===== config.mk =====
export PLATFORM = sky130hd
export DESIGN_NAME = hpslot_ctrl
export DESIGN_NICKNAME = d
export VERILOG_FILES = /design/src/rtl/hpslot_pkg.sv /design/src/rtl/hpslot_ctl_reg.sv /design/src/rtl/hpslot_stat_reg.sv /design/src/rtl/hpslot_notify.sv /design/src/rtl/hpslot_ctrl.sv
export SDC_FILE = /design/constraint.sdc
export NUM_CORES = 1
export LEC_CHECK = 0
export ABC_AREA = 0
export BUFFER_PORTS_ARGS = -buffer_cell sky130_fd_sc_hd__buf_4
export CORE_ASPECT_RATIO = 0.5
export CORE_MARGIN = 4
export CORE_UTILIZATION = 37
export CTS_CLUSTER_SIZE = 30
export DETAILED_ROUTE_END_ITERATION = 8
export GPL_ROUTABILITY_DRIVEN = 1
export PLACE_DENSITY = 0.72
export SLEW_MARGIN = 0
export SYNTH_ARGS = -nofsm -noshare
export SYNTH_HDL_FRONTEND = slang
export SYNTH_SLANG_ARGS = --single-unit

===== constraint.sdc =====
create_clock -name clk -period 1 [get_ports clk]
set_input_delay 0.1 -clock clk [delete_from_list [all_inputs] [get_ports clk]]
set_output_delay 0.1 -clock clk [all_outputs]
set_load 0.03 [all_outputs]

===== src/rtl/hpslot_pkg.sv =====
package hpslot_pkg;
    // control register field positions
    localparam int CTL_EN_BTN   = 0;
    localparam int CTL_EN_PDC   = 1;
    localparam int CTL_EN_CC    = 2;
    localparam int CTL_HPIE     = 3;
    localparam int CTL_ATTN_LSB = 4;
    localparam int CTL_PWR_LSB  = 6;
    localparam int CTL_LOCK_STB = 8;
    // status register field positions
    localparam int ST_BTN  = 0;
    localparam int ST_PDC  = 1;
    localparam int ST_CC   = 2;
    localparam int ST_PDS  = 6;
    localparam int ST_LOCK = 7;
    // indicator encoding
    localparam int          IND_W   = 2;
    localparam logic [1:0]  IND_OFF = 2'b11;

    typedef enum logic {
        NT_QUIET  = 1'b0,
        NT_RAISED = 1'b1
    } notify_state_t;
endpackage


===== src/rtl/hpslot_ctl_reg.sv =====
module hpslot_ctl_reg
    import hpslot_pkg::*;
#(
    parameter int REG_W = 16,
    localparam int NB   = REG_W / 8
) (
    input  logic             clk,
    input  logic             rst_n,
    input  logic             wr_ctl,
    input  logic [NB-1:0]    wr_be,
    input  logic [REG_W-1:0] wr_data,
    output logic [REG_W-1:0] ctl_img,
    output logic             en_btn,
    output logic             en_pdc,
    output logic             en_cc,
    output logic             hpie,
    output logic             lock_toggle,
    output logic             cmd_done
);
    logic [IND_W-1:0] attn_ind;
    logic [IND_W-1:0] pwr_ind;

    always_ff @(posedge clk or negedge rst_n) begin
        if (!rst_n) begin
            en_btn   <= 1'b0;
            en_pdc   <= 1'b0;
            en_cc    <= 1'b0;
            hpie     <= 1'b0;
            attn_ind <= IND_OFF;
            pwr_ind  <= IND_OFF;
            cmd_done <= 1'b0;
        end else begin
            if (wr_ctl && wr_be[0]) begin
                en_btn   <= wr_data[CTL_EN_BTN];
                en_pdc   <= wr_data[CTL_EN_PDC];
                en_cc    <= wr_data[CTL_EN_CC];
                hpie     <= wr_data[CTL_HPIE];
                attn_ind <= wr_data[CTL_ATTN_LSB +: IND_W];
                pwr_ind  <= wr_data[CTL_PWR_LSB +: IND_W];
            end
            cmd_done <= wr_ctl && (|wr_be);
        end
    end

    // strobe bit: acts on the write, never stored
    assign lock_toggle = wr_ctl && wr_be[CTL_LOCK_STB / 8] && wr_data[CTL_LOCK_STB];

    always_comb begin
        ctl_img = '0;
        ctl_img[CTL_EN_BTN] = en_btn;
        ctl_img[CTL_EN_PDC] = en_pdc;
        ctl_img[CTL_EN_CC]  = en_cc;
        ctl_img[CTL_HPIE]   = hpie;
        ctl_img[CTL_ATTN_LSB +: IND_W] = attn_ind;
        ctl_img[CTL_PWR_LSB +: IND_W]  = pwr_ind;
    end
endmodule


===== src/rtl/hpslot_stat_reg.sv =====
module hpslot_stat_reg
    import hpslot_pkg::*;
#(
    parameter int REG_W = 16,
    localparam int NB   = REG_W / 8
) (
    input  logic             clk,
    input  logic             rst_n,
    input  logic             wr_stat,
    input  logic [NB-1:0]    wr_be,
    input  logic [REG_W-1:0] wr_data,
    input  logic             cmd_done,
    input  logic             lock_toggle,
    input  logic             btn_press,
    input  logic             cold_present,
    input  logic             hp_req,
    input  logic             hp_add,
    output logic             ev_btn,
    output logic             ev_pdc,
    output logic             ev_cc,
    output logic             pds,
    output logic             ils,
    output logic             hp_ack,
    output logic             hp_busy,
    output logic [REG_W-1:0] stat_img
);
    logic clr_lo;
    logic hp_ok;

    assign clr_lo = wr_stat && wr_be[0];
    assign hp_ok  = hp_req && !ils;

    always_ff @(posedge clk or negedge rst_n) begin
        if (!rst_n) begin
            ev_btn  <= 1'b0;
            ev_pdc  <= 1'b0;
            ev_cc   <= 1'b0;
            pds     <= 1'b0;
            ils     <= 1'b0;
            hp_ack  <= 1'b0;
            hp_busy <= 1'b0;
        end else begin
            // a new event wins over a same-cycle clear
            ev_btn <= btn_press || (ev_btn && !(clr_lo && wr_data[ST_BTN]));
            ev_pdc <= hp_ok     || (ev_pdc && !(clr_lo && wr_data[ST_PDC]));
            ev_cc  <= cmd_done  || (ev_cc  && !(clr_lo && wr_data[ST_CC]));
            if (hp_ok)
                pds <= hp_add;
            else if (cold_present)
                pds <= 1'b1;
            ils     <= ils ^ lock_toggle;
            hp_ack  <= hp_req;
            hp_busy <= hp_req && ils;
        end
    end

    always_comb begin
        stat_img = '0;
        stat_img[ST_BTN]  = ev_btn;
        stat_img[ST_PDC]  = ev_pdc;
        stat_img[ST_CC]   = ev_cc;
        stat_img[ST_PDS]  = pds;
        stat_img[ST_LOCK] = ils;
    end

    AST_LOCK_TOGGLES: assert property (@(posedge clk) disable iff (!rst_n) lock_toggle |=> (ils != $past(ils)));
    AST_CC_W1C: assert property (@(posedge clk) disable iff (!rst_n) (clr_lo && wr_data[ST_CC] && !cmd_done) |=> !ev_cc);
    AST_BUSY_HOLDS: assert property (@(posedge clk) disable iff (!rst_n) (hp_req && ils && !cold_present) |=> (hp_busy && hp_ack && $stable(pds)));
endmodule


===== src/rtl/hpslot_notify.sv =====
module hpslot_notify
    import hpslot_pkg::*;
#(
    parameter int VEC_W = 5
) (
    input  logic             clk,
    input  logic             rst_n,
    input  logic             pend,
    input  logic             msg_en,
    input  logic [VEC_W-1:0] msg_num,
    output logic             msg_valid,
    output logic [VEC_W-1:0] msg_vec,
    output logic             intx
);
    notify_state_t state, state_nx;
    logic          change;

    always_comb begin
        state_nx = state;
        change   = 1'b0;
        unique case (state)
            NT_QUIET:  if (pend)  begin state_nx = NT_RAISED; change = 1'b1; end
            NT_RAISED: if (!pend) begin state_nx = NT_QUIET;  change = 1'b1; end
            default:   state_nx = NT_QUIET;
        endcase
    end

    // state register
    always_ff @(posedge clk or negedge rst_n) begin
        if (!rst_n) state <= NT_QUIET;
        else        state <= state_nx;
    end

    // outputs
    always_ff @(posedge clk or negedge rst_n) begin
        if (!rst_n) begin
            msg_valid <= 1'b0;
            msg_vec   <= '0;
        end else begin
            msg_valid <= msg_en && change;
            msg_vec   <= msg_num;
        end
    end

    assign intx = (state == NT_RAISED) && !msg_en;

    AST_QUIET_SILENT: assert property (@(posedge clk) disable iff (!rst_n) (state == NT_QUIET && !pend) |=> !msg_valid);
    AST_MSG_NEEDS_EN: assert property (@(posedge clk) disable iff (!rst_n) msg_valid |-> $past(msg_en));
endmodule


===== src/rtl/hpslot_ctrl.sv =====
module hpslot_ctrl
    import hpslot_pkg::*;
#(
    parameter int REG_W = 16,
    parameter int VEC_W = 5,
    localparam int NB   = REG_W / 8
) (
    input  logic             clk,
    input  logic             rst_n,
    input  logic             wr_en,
    input  logic             wr_sel,
    input  logic [NB-1:0]    wr_be,
    input  logic [REG_W-1:0] wr_data,
    input  logic             rd_sel,
    output logic [REG_W-1:0] rd_data,
    input  logic             btn_press,
    input  logic             cold_present,
    input  logic             hp_req,
    input  logic             hp_add,
    output logic             hp_ack,
    output logic             hp_busy,
    input  logic             msg_en,
    input  logic [VEC_W-1:0] msg_num,
    output logic             msg_valid,
    output logic [VEC_W-1:0] msg_vec,
    output logic             intx
);
    logic [REG_W-1:0] ctl_img, stat_img;
    logic en_btn, en_pdc, en_cc, hpie, lock_toggle, cmd_done;
    logic ev_btn, ev_pdc, ev_cc, pds, ils;
    logic pend;

    hpslot_ctl_reg #(.REG_W(REG_W)) u_ctl (
        .clk(clk), .rst_n(rst_n), .wr_ctl(wr_en && !wr_sel), .wr_be(wr_be),
        .wr_data(wr_data), .ctl_img(ctl_img), .en_btn(en_btn), .en_pdc(en_pdc),
        .en_cc(en_cc), .hpie(hpie), .lock_toggle(lock_toggle), .cmd_done(cmd_done)
    );

    hpslot_stat_reg #(.REG_W(REG_W)) u_stat (
        .clk(clk), .rst_n(rst_n), .wr_stat(wr_en && wr_sel), .wr_be(wr_be),
        .wr_data(wr_data), .cmd_done(cmd_done), .lock_toggle(lock_toggle),
        .btn_press(btn_press), .cold_present(cold_present), .hp_req(hp_req),
        .hp_add(hp_add), .ev_btn(ev_btn), .ev_pdc(ev_pdc), .ev_cc(ev_cc),
        .pds(pds), .ils(ils), .hp_ack(hp_ack), .hp_busy(hp_busy), .stat_img(stat_img)
    );

    assign pend = hpie && ((ev_btn && en_btn) || (ev_pdc && en_pdc) || (ev_cc && en_cc));

    hpslot_notify #(.VEC_W(VEC_W)) u_ntf (
        .clk(clk), .rst_n(rst_n), .pend(pend), .msg_en(msg_en), .msg_num(msg_num),
        .msg_valid(msg_valid), .msg_vec(msg_vec), .intx(intx)
    );

    assign rd_data = rd_sel ? stat_img : ctl_img;

    AST_CMD_COMPLETES: assert property (@(posedge clk) disable iff (!rst_n) (wr_en && !wr_sel && (|wr_be)) |=> ##1 ev_cc);
endmodule


==> results_dict.tcl, run 1 <==
set metrics [dict create \
    grt_use_total_pct 13.62 \
    top_register "u_ntf.msg_vec" \
    ys_top_cells_by_area "dfrtp_1, mux2_2, dfstp_2" \
    status "finished, violations left" \
    core_area_um2 2342 \
    ys_warn_count 0 \
    peakVddDrop_uv 771.1 \
    dr_total_vias 760 \
    avgViaCountPerCell 4.393 \
    place.gp.congestion 0.7379 \
    io-pin-count 58 \
    dieWidth_um 80.12 \
    cts_root_buf "clkbuf_8" \
    wl_per_cell_um 13.64 \
    design_area_um2 1605 \
    finalSetupViolations 11 \
    hold_class "input port to register" \
    gr-usage-met3_pct 3.659 \
    cts.path.max_buffers 2 \
    ant_nets 0 \
    start_kind "register" \
    grt_overflow 0 \
    ys.flop_type "dfrtp_1" \
    place_area_um2 1333 \
    report.final.slew_viol_count 0 \
    fin_nets 172 \
    end_kind "primary output" \
    layout-drive-gt1-share_pct 61.59 \
    nFillCells 161 \
    grt_pass1_wl_mm 3.553 \
    required_ps 900 \
    grtUsageMet1_pct 13.72 \
    violations "negative setup slack" \
    crit_fanout 2 \
    ys_async_sr_fraction_pct 100.0 \
    grt_pass1_vias 795 \
    synthCells 73 \
    cp.arrival_ps 1220 \
    yosysSeqAreaShare_pct 60.34 \
    antenna_cells 0 \
    syn-mean-instance-area_um2 13.18 \
    rsz0062_at_grt "yes" \
    fin_ws_ps -317.8 \
    start_util_pct 41.08 \
    fin_crit_ps 1318 \
    power_density_nw_per_um2 1824 \
    wirelength_mm 2.360 \
    path_clk_slew_ps 80 \
    cts_tree "yes" \
    synth_top_area_share_pct 49.41 \
    synth_edf_count 0 \
    die_area_um2 3530 \
    syn_to_final_growth_pct 66.84 \
    synth_area_leader_cell "dfrtp_1" \
    hold_violations 0 \
    synth_area_um2 962.2 \
    insertion_delay_ps 260 \
    largest_reg_flops 5 \
    grt_antenna_before_repair 0 \
    power.leakage_nw 0.7803 \
    row_count 12 \
    worstSetupPathType "register to primary output" \
    clock-skew-final_ps 1.350 \
    grt_max_degree 24 \
    fin_setup_tns_ps -2140 \
    first_pass_iters 2 \
    power_mw 2.927 \
    globalRouteMet2Util_pct 26.81 \
    die_h_um 44.06 \
    r2r_cells 5 \
    ys_types 24 \
    place_hpwl_mm 1.552 \
    io_buffers 42 \
    whs_path_depth 2 \
    max_freq_ghz 0.7588 \
    fin_crit_sh_pct 131.8 \
    first_iter_violations 44 \
    cts_buffers 3 \
    post-route-drc-count 0 \
    cts_sinks 23 \
    maxCapViolCount 0 \
    postSynthRegisterBits 23 \
    cts_htree_levels 1 \
    gr-max-usage-layer "met2" \
    reg.largest.list "u_ntf.msg_vec x5, u_ctl.attn_ind x2, u_ctl.pwr_ind x2" \
]
metrics by stage:
stage,util [%],hold slack (ps),setup slack (ps),std cells
global placement,56.89,3.490,-165.0,154
CTS,67.68,13.95,-284.5,172
finish,68.54,17.40,-317.8,173
global route,68.54,13.23,-348.3,173
detailed placement,56.89,4.903,-289.5,154
floorplan,-,-195.6,-91.15,80
worst paths after layout:
| path | startpoint | endpoint | slack [ps] |
|---|---|---|---|
| min in group asynchronous | rst_n | u_stat.ils$_DFF_PN0_ | 270 |
| hold / removal | btn_press | u_stat.ev_btn$_DFF_PN0_ | 20 |
| setup reg to reg | u_ctl.en_pdc$_DFFE_PN0P_ | u_ntf.msg_valid$_DFF_PN0_ | -290 |
| max in group asynchronous | rst_n | u_ctl.attn_ind[0]$_DFFE_PN1P_ | 450 |
| setup / recovery | u_ctl.en_pdc$_DFFE_PN0P_ | rd_data[1] | -320 |
| hold reg to reg | u_ctl.cmd_done$_DFF_PN0_ | u_stat.ev_cc$_DFF_PN0_ | 450 |
report_power, final:
| part | total (mW) | switching (mW) | internal [mW] |
|---|---|---|---|
| clock network | 0.574 | 0.289 | 0.285 |
| registers | 1.20 | 0.0916 | 1.11 |
| logic | 1.15 | 0.529 | 0.623 |
placed cells by master, fill, tap and decap left out, types with 2 or more instances in the layout:
| cell type | synthesis | layout |
|---|---|---|
| clkbuf_8 | 0 | 3 |
| mux2_4 | 0 | 5 |
| buf_6 | 0 | 15 |
| a21o_1 | 2 | 2 |
| buf_4 | 8 | 41 |
| nor2b_4 | 1 | 3 |
| dlygate4sd3_1 | 0 | 7 |
| conb_1 | 1 | 8 |
| mux2_2 | 13 | 8 |
| nand2_1 | 4 | 4 |
| dfrtp_1 | 19 | 19 |
| dfstp_2 | 4 | 4 |
synthesized netlist by cell type (all sizes together), types with 2 or more instances:
| cell | instances |
|---|---|
| nor2b | 5 |
| a21o | 3 |
| dfrtp | 19 |
| mux2 | 13 |
| dfstp | 4 |
| buf | 9 |
| nor2 | 3 |
| o21ai | 2 |
| nand2 | 5 |
cell type report:
cell class / instances / area [um2] / share of cell area (%)
repair buffers: 63 / 546.8 / 34.06
well taps: 35 / 43.79 / 2.728
flip-flops and latches: 23 / 580.6 / 36.17
clock buffers: 4 / 45.04 / 2.806
multi-input cells: 47 / 385.4 / 24.01
inverters: 1 / 3.754 / 0.2338
layer usage:
layer  wire length [um]  up-vias  share of wire, %
li1                   -      357                 -
met1                900      373                38
met2               1286       26                54
met3                138        4               5.8
met4                 35        0               1.5
met5                  0        -                 0
kinds of logic (layout without fill, tap and decap cells):
kind of cell | count (synthesis) | count (layout) | share of synthesized area, %
flops | 23 | 23 | 60.34
compound gates | 8 | 8 | 6.111
simple gates | 17 | 17 | 9.883
mux | 13 | 13 | 15.21
buf+inv | 10 | 68 | 7.152
other cells | 1 | 8 | 0.3897
xor+xnor | 1 | 1 | 0.9104
critical path, stage by stage, from the launching register on:
cell and delay, ps:
dfrtp_1 420, buf_6 130, mux2_4 270, buf_6 140
what timing repair did:
item / in CTS / in global routing
hold buffers: 7 / 0
pin swaps: 2 / 1
hold endpoints to repair: 29 / 0
setup endpoints to repair: 11 / 11
setup buffers: 7 / 1
gates resized for setup: 23 / 4
Note: power is estimated with default switching activity, not from simulation.
==> inputs of run 2 (changes only) <==
--- a/config.mk
+++ b/config.mk
@@ -7,13 +7,13 @@
 export LEC_CHECK = 0
 export ABC_AREA = 0
 export BUFFER_PORTS_ARGS = -buffer_cell sky130_fd_sc_hd__buf_4
-export CORE_ASPECT_RATIO = 0.5
 export CORE_MARGIN = 4
-export CORE_UTILIZATION = 37
+export CORE_UTILIZATION = 39
+export CTS_BUF_LIST = sky130_fd_sc_hd__clkbuf_8
 export CTS_CLUSTER_SIZE = 30
 export DETAILED_ROUTE_END_ITERATION = 8
 export GPL_ROUTABILITY_DRIVEN = 1
-export PLACE_DENSITY = 0.72
+export PLACE_DENSITY = 0.75
 export SLEW_MARGIN = 0
 export SYNTH_ARGS = -nofsm -noshare
 export SYNTH_HDL_FRONTEND = slang
==> run 2 against run 1 <==
  * The run still ends with negative setup slack left
  * Cell count decreased by 5.2%
  * Global-route usage rose by 2.0 points
  * Non-clock buffer count is 2 lower
  * Clock power is 3% lower
  * Fmax increased by 2.3%
  * Combinational power is essentially flat
  * First-iteration DRC count is 82% lower
  * Worst setup slack improved by 29 ps
  * Design area fell by 1.4%
  * Power fell by 1.6%
==> results_dict.tcl, run 2 (synthesized netlist as in run 1, its figures left out) <==
set metrics [dict create \
    status "finished, violations left" \
    violations "negative setup slack" \
    maxCapViolCount 0 \
    die_h_um 57.67 \
    cts.path.max_buffers 2 \
    path_clk_slew_ps 80 \
    rrSetupSlack_ps -260 \
    dr_wl_met3_um 200 \
    syn_to_final_growth_pct 64.50 \
    fin_crit_sh_pct 128.8 \
    max_freq_ghz 0.7762 \
    power_density_nw_per_um2 1819 \
    worstSetupPathType "register to primary output" \
    start_util_pct 42.28 \
    finalSetupViolations 11 \
    layout-drive-gt1-share_pct 61.03 \
    grt_overflow 0 \
    path_cells "buf_6, mux2_4, buf_6" \
    fin_crit_ps 1288 \
    largest_reg_flops 5 \
    crit_top_cell "buf_6" \
    place_hpwl_mm 1.596 \
    dp_cells 147 \
    cp.arrival_ps 1190 \
    end_kind "primary output" \
    cp-startpoint "u_ctl.en_pdc$_DFFE_PN0P_" \
    grt_antenna_before_repair 0 \
    drt-met1-wl_um 855 \
    design_area_um2 1583 \
    insertion_delay_ps 260 \
    place.gp.congestion 0.7553 \
    cts_sinks 23 \
    final_common_cell "buf_4" \
    top_register "u_ntf.msg_vec" \
    r2r_cells 5 \
    power.leakage_nw 0.7764 \
    fin_ws_ps -288.4 \
    core_area_um2 2276 \
    report.final.slew_viol_count 0 \
    instances_no_fill 164 \
    io_buffers 42 \
    rr_startpoint "u_stat.ev_pdc$_DFF_PN0_" \
    grt_use_total_pct 15.64 \
    required_ps 900 \
    grt_pass1_vias 849 \
    first_iter_violations 8 \
    grt_max_degree 24 \
    wirelength_mm 2.345 \
    start_kind "register" \
    grt_pass1_wl_mm 3.884 \
    antenna_cells 0 \
    fin_nets 170 \
    hold_class "input port to register" \
    post-route-drc-count 0 \
    reg2reg_to "u_ntf.msg_valid$_DFF_PN0_" \
    first_pass_iters 4 \
    cp-endpoint "rd_data[1]" \
    die_area_um2 3326 \
    cts_htree_levels 1 \
    power_mw 2.879 \
    hold_violations 0 \
    avgViaCountPerCell 4.726 \
    routed.top_layer "met4" \
    ant_nets 0 \
    crit_slowest_cell "dfrtp_1" \
    critical_path.max_stage_delay_ps 400 \
    wl_per_cell_um 14.30 \
    cts_buffers 3 \
    met2_length_mm 1.237 \
    cts_root_buf "clkbuf_8" \
    clock-skew-final_ps 4.883 \
    rsz0062_at_grt "yes" \
    hold_slack_ps 38.39 \
    reg.largest.list "u_ntf.msg_vec x5, u_ctl.attn_ind x2, u_ctl.pwr_ind x2" \
    row_count 17 \
    crit_fanout 2 \
    final_cell_mix "buf_4, dfrtp_1, buf_6, mux2_2, conb_1" \
    dr_total_vias 775 \
    dieWidth_um 57.67 \
    cts_tree "yes" \
    place_area_um2 1324 \
    io-pin-count 58 \
    peakVddDrop_uv 1339 \
]
run 2: cell count changes in the layout (fill, tap and decap cells not counted):
| cell | before | now |
|---|---|---|
| buf_6 | 15 | 14 |
| nor2_2 | 1 | 0 |
| inv_1 | 0 | 1 |
| clkbuf_1 | 1 | 0 |
| buf_4 | 41 | 40 |
| nor2b_4 | 3 | 4 |
| nor2b_1 | 1 | 0 |
| nor2_1 | 1 | 2 |
run 2: worst max-delay path: cells and delay by family, from the launching register on:
kind / cells / cell delay (ps)
buffers and inverters: 2 / 260
DFF: 1 / 400
muxes: 1 / 270
run 2: area by class of cell:
cell class              instances  area [um2]
clock buffers                   3       41.29
clock inverters                 1       3.754
fillers                       179       693.2
inverters                       1       3.754
multi-input cells              47       390.4
flip-flops and latches         23       580.6
well taps                      28       35.03
repair buffers                 61       528.0
run 2: power by group:
part           switching (mW)  internal (mW)  leakage [nW]
registers              0.0877           1.11         0.262
logic                   0.522          0.602         0.487
clock network           0.283          0.274        0.0269
run 2: routing by layer:
| metal | global-route usage (%) | vias to the layer above |
|---|---|---|
| li1 | - | 357 |
| met1 | 17.80 | 376 |
| met2 | 26.29 | 36 |
| met3 | 6.013 | 6 |
| met4 | 6.291 | 0 |
| met5 | 0 | - |
run 2: worst min-delay path by stage:
stage                   start                  endpoint  slack (ps)  depth (start not counted)
detailed placement      rst_n      u_stat.ils$_DFF_PN0_           9                          1
CTS                 btn_press   u_stat.ev_btn$_DFF_PN0_          20                          2
finish                 hp_add    u_stat.pds$_DFFE_PN0P_          40                          3
global route           hp_add    u_stat.pds$_DFFE_PN0P_          30                          3
floorplan               rst_n  u_ctl.cmd_done$_DFF_PN0_        -200                          0
global placement        rst_n      u_stat.ils$_DFF_PN0_           4                          1
run 2: per-stage QoR:
step / utilization (%) / setup slack [ps] / TNS [ps]
2_1_floorplan: - / -91.15 / -91.15
3_3_place_gp: 58.16 / -133.5 / -177.9
3_5_place_dp: 58.16 / -190.2 / -334.9
4_1_cts: 68.11 / -289.2 / -1939
5_1_grt: 69.54 / -334.8 / -2391
6_report: 69.54 / -288.4 / -1853
run 2: repair_timing:
item / CTS / global route
setup endpoints to repair: 11 / 12
resized for setup: 22 / 5
hold buffers: 7 / 0
hold endpoints to repair: 29 / 0
pin swaps: 1 / 0
setup buffers: 4 / 2
